`config.mk`:
```
export PLATFORM = sky130hd
export DESIGN_NAME = rtc_divider
export DESIGN_NICKNAME = d
export VERILOG_FILES = /design/src/rtl/rtc_divider_pkg.sv /design/src/rtl/rtc_div_stages.sv /design/src/rtl/rtc_div_busy.sv /design/src/rtl/rtc_div_ref.sv /design/src/rtl/rtc_divider.sv
export SDC_FILE = /design/constraint.sdc
export NUM_CORES = 1
export LEC_CHECK = 0
export ABC_AREA = 0
export BUFFER_PORTS_ARGS = -buffer_cell sky130_fd_sc_hd__buf_4
export CAP_MARGIN = 25
export CORE_MARGIN = 1
export CORE_UTILIZATION = 45
export DETAILED_ROUTE_END_ITERATION = 16
export PLACE_DENSITY_LB_ADDON = 0.05
export SLEW_MARGIN = 15
export SYNTH_ARGS = -nofsm -noshare
export SYNTH_HDL_FRONTEND = slang
export SYNTH_SLANG_ARGS = --single-unit
```
`constraint.sdc`:
```
create_clock -name clk_i -period 5.1 [get_ports clk_i]
set_clock_uncertainty 0.05 [all_clocks]
set_input_delay 0.255 -clock clk_i [delete_from_list [all_inputs] [get_ports clk_i]]
set_output_delay 0.255 -clock clk_i [all_outputs]
set_load 0.05 [all_outputs]
```
`src/rtl/rtc_divider_pkg.sv`:
```
package rtc_divider_pkg;

    // Bit layout of the reference word; software decodes these positions.
    typedef struct packed {
        logic hour_flag;   // bit 3
        logic min_flag;    // bit 2
        logic slow_wave;   // bit 1
        logic fast_wave;   // bit 0
    } ref_word_t;

    localparam ref_word_t REF_RESET = '{hour_flag: 1'b1, min_flag: 1'b1,
                                        slow_wave: 1'b0, fast_wave: 1'b0};

endpackage

```
`src/rtl/rtc_div_stages.sv`:
```
module rtc_div_stages #(
    parameter int STAGES     = 15,
    parameter int CLR_STAGES = 5
) (
    input  logic              clk_i,
    input  logic              rst_ni,
    input  logic              tick_i,
    input  logic              clr_i,
    output logic [STAGES-1:0] cnt_q_o,
    output logic [STAGES-1:0] cnt_d_o,
    output logic              wrap_o
);

    localparam int LOW = STAGES - CLR_STAGES;

    typedef struct packed {
        logic [STAGES-1:0] cnt;
    } stage_st_t;

    stage_st_t st_d, st_q;
    logic [STAGES:0] carry;

    // Ripple enable: a stage toggles when the tick reaches it through all lower ones.
    assign carry[0] = tick_i;
    for (genvar g = 0; g < STAGES; g++) begin : g_carry
        assign carry[g+1] = carry[g] & st_q.cnt[g];
    end

    always_comb begin
        st_d = st_q;
        for (int i = 0; i < STAGES; i++) begin
            if ((i >= LOW) && clr_i) begin
                st_d.cnt[i] = 1'b0;
            end else begin
                st_d.cnt[i] = st_q.cnt[i] ^ carry[i];
            end
        end
    end

    always_ff @(posedge clk_i or negedge rst_ni) begin
        if (!rst_ni) begin
            st_q <= '0;
        end else begin
            st_q <= st_d;
        end
    end

    assign cnt_q_o = st_q.cnt;
    assign cnt_d_o = st_d.cnt;
    assign wrap_o  = carry[STAGES] & ~clr_i;

endmodule

```
`src/rtl/rtc_div_busy.sv`:
```
module rtc_div_busy #(
    parameter int STAGES    = 15,
    parameter int BUSY_LEAD = 8,
    parameter int BUSY_LEN  = 14
) (
    input  logic              clk_i,
    input  logic              rst_ni,
    input  logic              clr_i,
    input  logic [STAGES-1:0] cnt_d_i,
    output logic              busy_no
);

    localparam logic [STAGES-1:0] START = STAGES'((1 << STAGES) - BUSY_LEAD);
    localparam logic [STAGES:0]   LEN_W = (STAGES + 1)'(BUSY_LEN);

    typedef struct packed {
        logic armed;
        logic busy_n;
    } busy_st_t;

    busy_st_t st_d, st_q;
    logic [STAGES-1:0] offset;
    logic              hit;
    logic              in_win;

    always_comb begin
        st_d   = st_q;
        offset = cnt_d_i - START;
        hit    = (cnt_d_i == START);
        in_win = ({1'b0, offset} < LEN_W);
        if (clr_i) begin
            st_d.armed  = 1'b0;
            st_d.busy_n = 1'b1;
        end else begin
            st_d.armed  = st_q.armed | hit;
            st_d.busy_n = ~((st_q.armed | hit) & in_win);
        end
    end

    always_ff @(posedge clk_i or negedge rst_ni) begin
        if (!rst_ni) begin
            st_q <= '{armed: 1'b0, busy_n: 1'b1};
        end else begin
            st_q <= st_d;
        end
    end

    assign busy_no = st_q.busy_n;

endmodule

```
`src/rtl/rtc_div_ref.sv`:
```
module rtc_div_ref
    import rtc_divider_pkg::*;
#(
    parameter int SEC_DIV = 60,
    parameter int MIN_DIV = 60
) (
    input  logic      clk_i,
    input  logic      rst_ni,
    input  logic      wrap_i,
    input  logic      stop_i,
    input  logic      slow_i,
    input  logic      fast_i,
    output logic      adv_o,
    output ref_word_t ref_o
);

    localparam int SW = (SEC_DIV > 1) ? $clog2(SEC_DIV) : 1;
    localparam int MW = (MIN_DIV > 1) ? $clog2(MIN_DIV) : 1;
    localparam logic [SW-1:0] SEC_LAST = SW'(SEC_DIV - 1);
    localparam logic [MW-1:0] MIN_LAST = MW'(MIN_DIV - 1);

    typedef struct packed {
        logic          adv;
        logic [SW-1:0] sec;
        logic [MW-1:0] mins;
    } ref_st_t;

    ref_st_t st_d, st_q;

    always_comb begin
        st_d     = st_q;
        st_d.adv = wrap_i & ~stop_i;
        if (st_d.adv) begin
            if (st_q.sec == SEC_LAST) begin
                st_d.sec  = '0;
                st_d.mins = (st_q.mins == MIN_LAST) ? '0 : st_q.mins + 1'b1;
            end else begin
                st_d.sec = st_q.sec + 1'b1;
            end
        end
    end

    always_ff @(posedge clk_i or negedge rst_ni) begin
        if (!rst_ni) begin
            st_q <= '0;
        end else begin
            st_q <= st_d;
        end
    end

    assign adv_o = st_q.adv;
    assign ref_o = '{hour_flag: (st_q.sec == '0) && (st_q.mins == '0),
                     min_flag:  (st_q.sec == '0),
                     slow_wave: slow_i,
                     fast_wave: fast_i};

endmodule

```
`src/rtl/rtc_divider.sv`:
```
module rtc_divider
    import rtc_divider_pkg::*;
#(
    parameter int STAGES     = 15,
    parameter int CLR_STAGES = 5,
    parameter int FAST_TAP   = 4,
    parameter int BUSY_LEAD  = 8,
    parameter int BUSY_LEN   = 14,
    parameter int SEC_DIV    = 60,
    parameter int MIN_DIV    = 60
) (
    input  logic       clk_i,
    input  logic       rst_ni,
    input  logic       tick_i,
    input  logic       clr_req_i,
    input  logic       stop_i,
    output logic       adv_o,
    output logic       busy_no,
    output logic [3:0] ref_o
);

    logic [STAGES-1:0] cnt_q;
    logic [STAGES-1:0] cnt_d;
    logic              wrap;
    ref_word_t         ref_w;

    rtc_div_stages #(
        .STAGES    (STAGES),
        .CLR_STAGES(CLR_STAGES)
    ) i_stages (
        .clk_i  (clk_i),
        .rst_ni (rst_ni),
        .tick_i (tick_i),
        .clr_i  (clr_req_i),
        .cnt_q_o(cnt_q),
        .cnt_d_o(cnt_d),
        .wrap_o (wrap)
    );

    rtc_div_busy #(
        .STAGES   (STAGES),
        .BUSY_LEAD(BUSY_LEAD),
        .BUSY_LEN (BUSY_LEN)
    ) i_busy (
        .clk_i  (clk_i),
        .rst_ni (rst_ni),
        .clr_i  (clr_req_i),
        .cnt_d_i(cnt_d),
        .busy_no(busy_no)
    );

    rtc_div_ref #(
        .SEC_DIV(SEC_DIV),
        .MIN_DIV(MIN_DIV)
    ) i_ref (
        .clk_i (clk_i),
        .rst_ni(rst_ni),
        .wrap_i(wrap),
        .stop_i(stop_i),
        .slow_i(cnt_q[STAGES-1]),
        .fast_i(cnt_q[FAST_TAP]),
        .adv_o (adv_o),
        .ref_o (ref_w)
    );

    assign ref_o = ref_w;

endmodule

```
==> flow_metrics.py <==
metrics = {
    "timing": {
        "timing.final.crit_share_pct": 79.1,
        "max_freq_mhz": 248,
        "maxSlewHeadroom_pct": 74.5,
        "setup-tns-final_ns": 0,
        "slew_viol_final": 0,
        "report.final.hold_viol_count": 0,
        "worstMarginPinSlew_ns": 0.383,
        "setup_viol": 0,
        "rsz0062_at_grt": "no",
        "fin_crit_ns": 4.03,
    },
    "yosys": {
        "synthAdderAreaFrac_pct": 16.3,
        "ys_warn_count": 0,
        "synthXorXnorAreaFrac_pct": 2.17,
        "synthCells": 146,
        "ys_seq_elements": 30,
        "ys_types": 42,
        "synth-seq-area-share_pct": 46.6,
        "synth_mux_area_share_pct": 0.697,
        "syn_area_mm2": 0.00162,
        "syn_nets": 172,
        "synth_top_family_by_area": "simple AND/OR/NAND/NOR gates",
        "post_synth.cell_area_avg_um2": 11.1,
        "yosys.area_share.simple_pct": 18.7,
        "synth_compound_area_share_pct": 11.6,
    },
    "route": {
        "vias": 1091,
        "wl_per_cell_um": 12.9,
        "drt_wl_total_um": 2660,
        "drc": 0,
        "detail_route.vias_per_cell": 5.30,
        "firstDrtPassIters": 5,
        "drtIter0Drc": 73,
        "drt.antenna.violating_nets": 0,
    },
    "clocking": {
        "root_buffer": "clkbuf_4",
        "cts_buffer_depth": 2,
        "htree_levels": 2,
        "clock_latency_ns": 0.33,
        "cts_buffers": 5,
        "path_clk_slew_ns": 0.09,
        "cts_setup_buffers": 0,
        "cts_tree": "yes",
        "clock_sinks": 30,
    },
    "setup_path": {
        "cp.required_ns": 5.31,
        "crit_top_cell": "ha_1",
        "cp_slowest_cell": "dfrtp_1",
        "crit_chain": "ha_1 -> ha_1 -> ha_1 -> ha_1 -> ha_1 -> ha_1 -> ha_1 -> ha_1 -> ha_1 -> ha_1 -> ha_1 -> ha_1 -> ha_1 -> ha_1 -> ha_1 -> and3_1 -> o21a_1 -> mux2_2 -> nand4_2",
        "worstReg2RegStart": "i_stages.cnt_q_o[0]",
        "arrival_ns": 4.24,
        "rrSetupSlack_ns": 1.07,
        "crit_family": "adder cells",
        "cp.depth": 19,
        "r2r_end": "i_busy.busy_no",
        "reg2reg_depth": 19,
        "start_kind": "flop",
        "slowest_delay_ns": 0.37,
        "crit_buf_inv": 0,
        "path_max_fanout": 5,
        "endpoint": "i_busy.busy_no",
        "crit_start": "i_stages.cnt_q_o[0]",
        "crit_type": "reg2reg",
        "end_kind": "flop",
    },
    "place": {
        "dp_hpwl_um": 1900,
        "gp_congestion": 0.736,
        "port-buffer-count": 10,
    },
    "global_route": {
        "grt_usage_pct": 17.0,
        "grt_pass1_wl_um": 4620,
        "antenna_found_initial": 0,
        "grt_overflow_total": 0,
        "grt_max_degree": 31,
        "first_global_vias": 1033,
    },
    "flow_run": {
        "maxCapViolCount": 0,
    },
    "cells_and_area": {
        "final_common_cell": "dfrtp_1",
        "antenna_cells": 0,
        "fin_nets": 185,
        "final_util_pct": 54.2,
        "final_cell_mix": "dfrtp_1, ha_1, buf_4",
        "area_delta_synth_final_pct": 13.8,
        "drive_gt1_share_pct": 16.9,
    },
    "pwr": {
        "ir_worst_vdd_mv": 0.295,
        "leakage_nw": 0.974,
        "powerDensity_mw_per_mm2": 375,
    },
    "hold_path": {
        "min_path_type": "in2reg",
    },
    "floorplanning": {
        "start_util_pct": 47.7,
        "die_x_um": 61.9,
        "ioPinCount": 11,
        "die-area_mm2": 0.00383,
        "die_height_um": 61.9,
        "fp-row-count": 21,
        "coreArea_mm2": 0.00339,
    },
    "run_status": {
        "outcome": "finished clean",
    },
}
-- routing by layer --
layer	vias up	part of all wire, %	track usage, %
li1	548	-	-
met1	526	53	23.6
met2	13	44	24.9
met3	4	2.6	4.35
met4	0	1.1	7.62
met5	-	0	0
-- registers in the layout (all words and copies together) (netlist names) --
name	count
i_busy.busy_no	1
i_busy.st_q	1
i_ref.st_q	12
i_ref.adv_o	1
i_stages.cnt_q_o	15
-- through the flow --
stage / cell area (um2) / setup slack [ns] / power (mW) / instances / hold WS (ns)
6_report: 1840 / 1.07 / 0.690 / 206 / 0.139
5_1_grt: 1840 / 0.862 / 0.731 / 206 / 0.123
4_1_cts: 1840 / 1.04 / 0.701 / 206 / 0.122
3_5_place_dp: 1720 / 1.03 / 0.444 / 197 / 0.158
3_3_place_gp: 1720 / 1.07 / 0.441 / 197 / 0.155
2_1_floorplan: 1620 / 1.26 / 0.406 / 146 / -0.0906
-- final cells by class --
cell class / instances / area [um2]
inverter: 7 / 26.3
fill: 305 / 1550
clock inverter: 2 / 60.1
sequential: 30 / 752
multi-input combinational: 103 / 798
timing repair buffer: 12 / 92.6
clock buffer: 6 / 51.3
tap: 46 / 57.6
-- worst min-delay path by stage --
stage            from  depth (start not counted)                   end
2_1_floorplan  rst_ni                          0        i_busy.st_q[1]
3_3_place_gp   rst_ni                          1  i_stages.cnt_q_o[14]
3_5_place_dp   rst_ni                          1  i_stages.cnt_q_o[13]
4_1_cts        tick_i                          2   i_stages.cnt_q_o[0]
5_1_grt        tick_i                          2   i_stages.cnt_q_o[0]
6_report       tick_i                          2   i_stages.cnt_q_o[0]
-- cell families after synthesis --
family,count (synthesis)
adders and majority gates,21
buffers and inverters,13
muxes,1
xor gates and xnor gates,4
AOI/OAI and AO/OA,25
and+or+nand+nor,52
DFF,30
-- synthesized netlist by cell type (all sizes together) --
master,n,area (um2)
a211o,1,8.76
a21o,1,7.51
a21oi,3,15.0
a311oi,1,8.76
a31oi,1,6.26
and2,2,12.5
and2b,4,30.0
and3,6,37.5
and3b,1,8.76
buf,4,31.3
clkbuf,2,7.51
dfrtp,29,726
dfstp,1,26.3
ha,21,263
inv,7,26.3
mux2,1,11.3
nand2,9,33.8
nand2b,2,20.0
nand3,6,30.0
nand4,7,50.1
nor2,8,30.0
nor2b,1,6.26
nor3,1,5.00
nor3b,1,7.51
nor4,2,12.5
o211ai,2,15.0
o21a,1,7.51
o21ai,9,45.0
o21ba,1,10.0
o21bai,1,7.51
o221a,1,11.3
o31a,1,8.76
o32ai,1,8.76
o41ai,1,27.5
or3,1,6.26
or4,1,11.3
xnor2,1,8.76
xor2,3,26.3
-- power breakdown --
group / total [mW] / internal (mW) / leakage [nW] / switching (mW)
Clock: 0.250 / 0.166 / 0.0585 / 0.0837
Combinational: 0.167 / 0.0668 / 0.532 / 0.100
Sequential: 0.273 / 0.264 / 0.383 / 0.00921
-- repair_timing --
action | 4_1_cts | 5_1_grt
endpoints found under the hold margin | 29 | 0
hold buffers | 1 | 0
gates resized for setup | 0 | 0
Note: power is estimated with default switching activity, not from simulation.
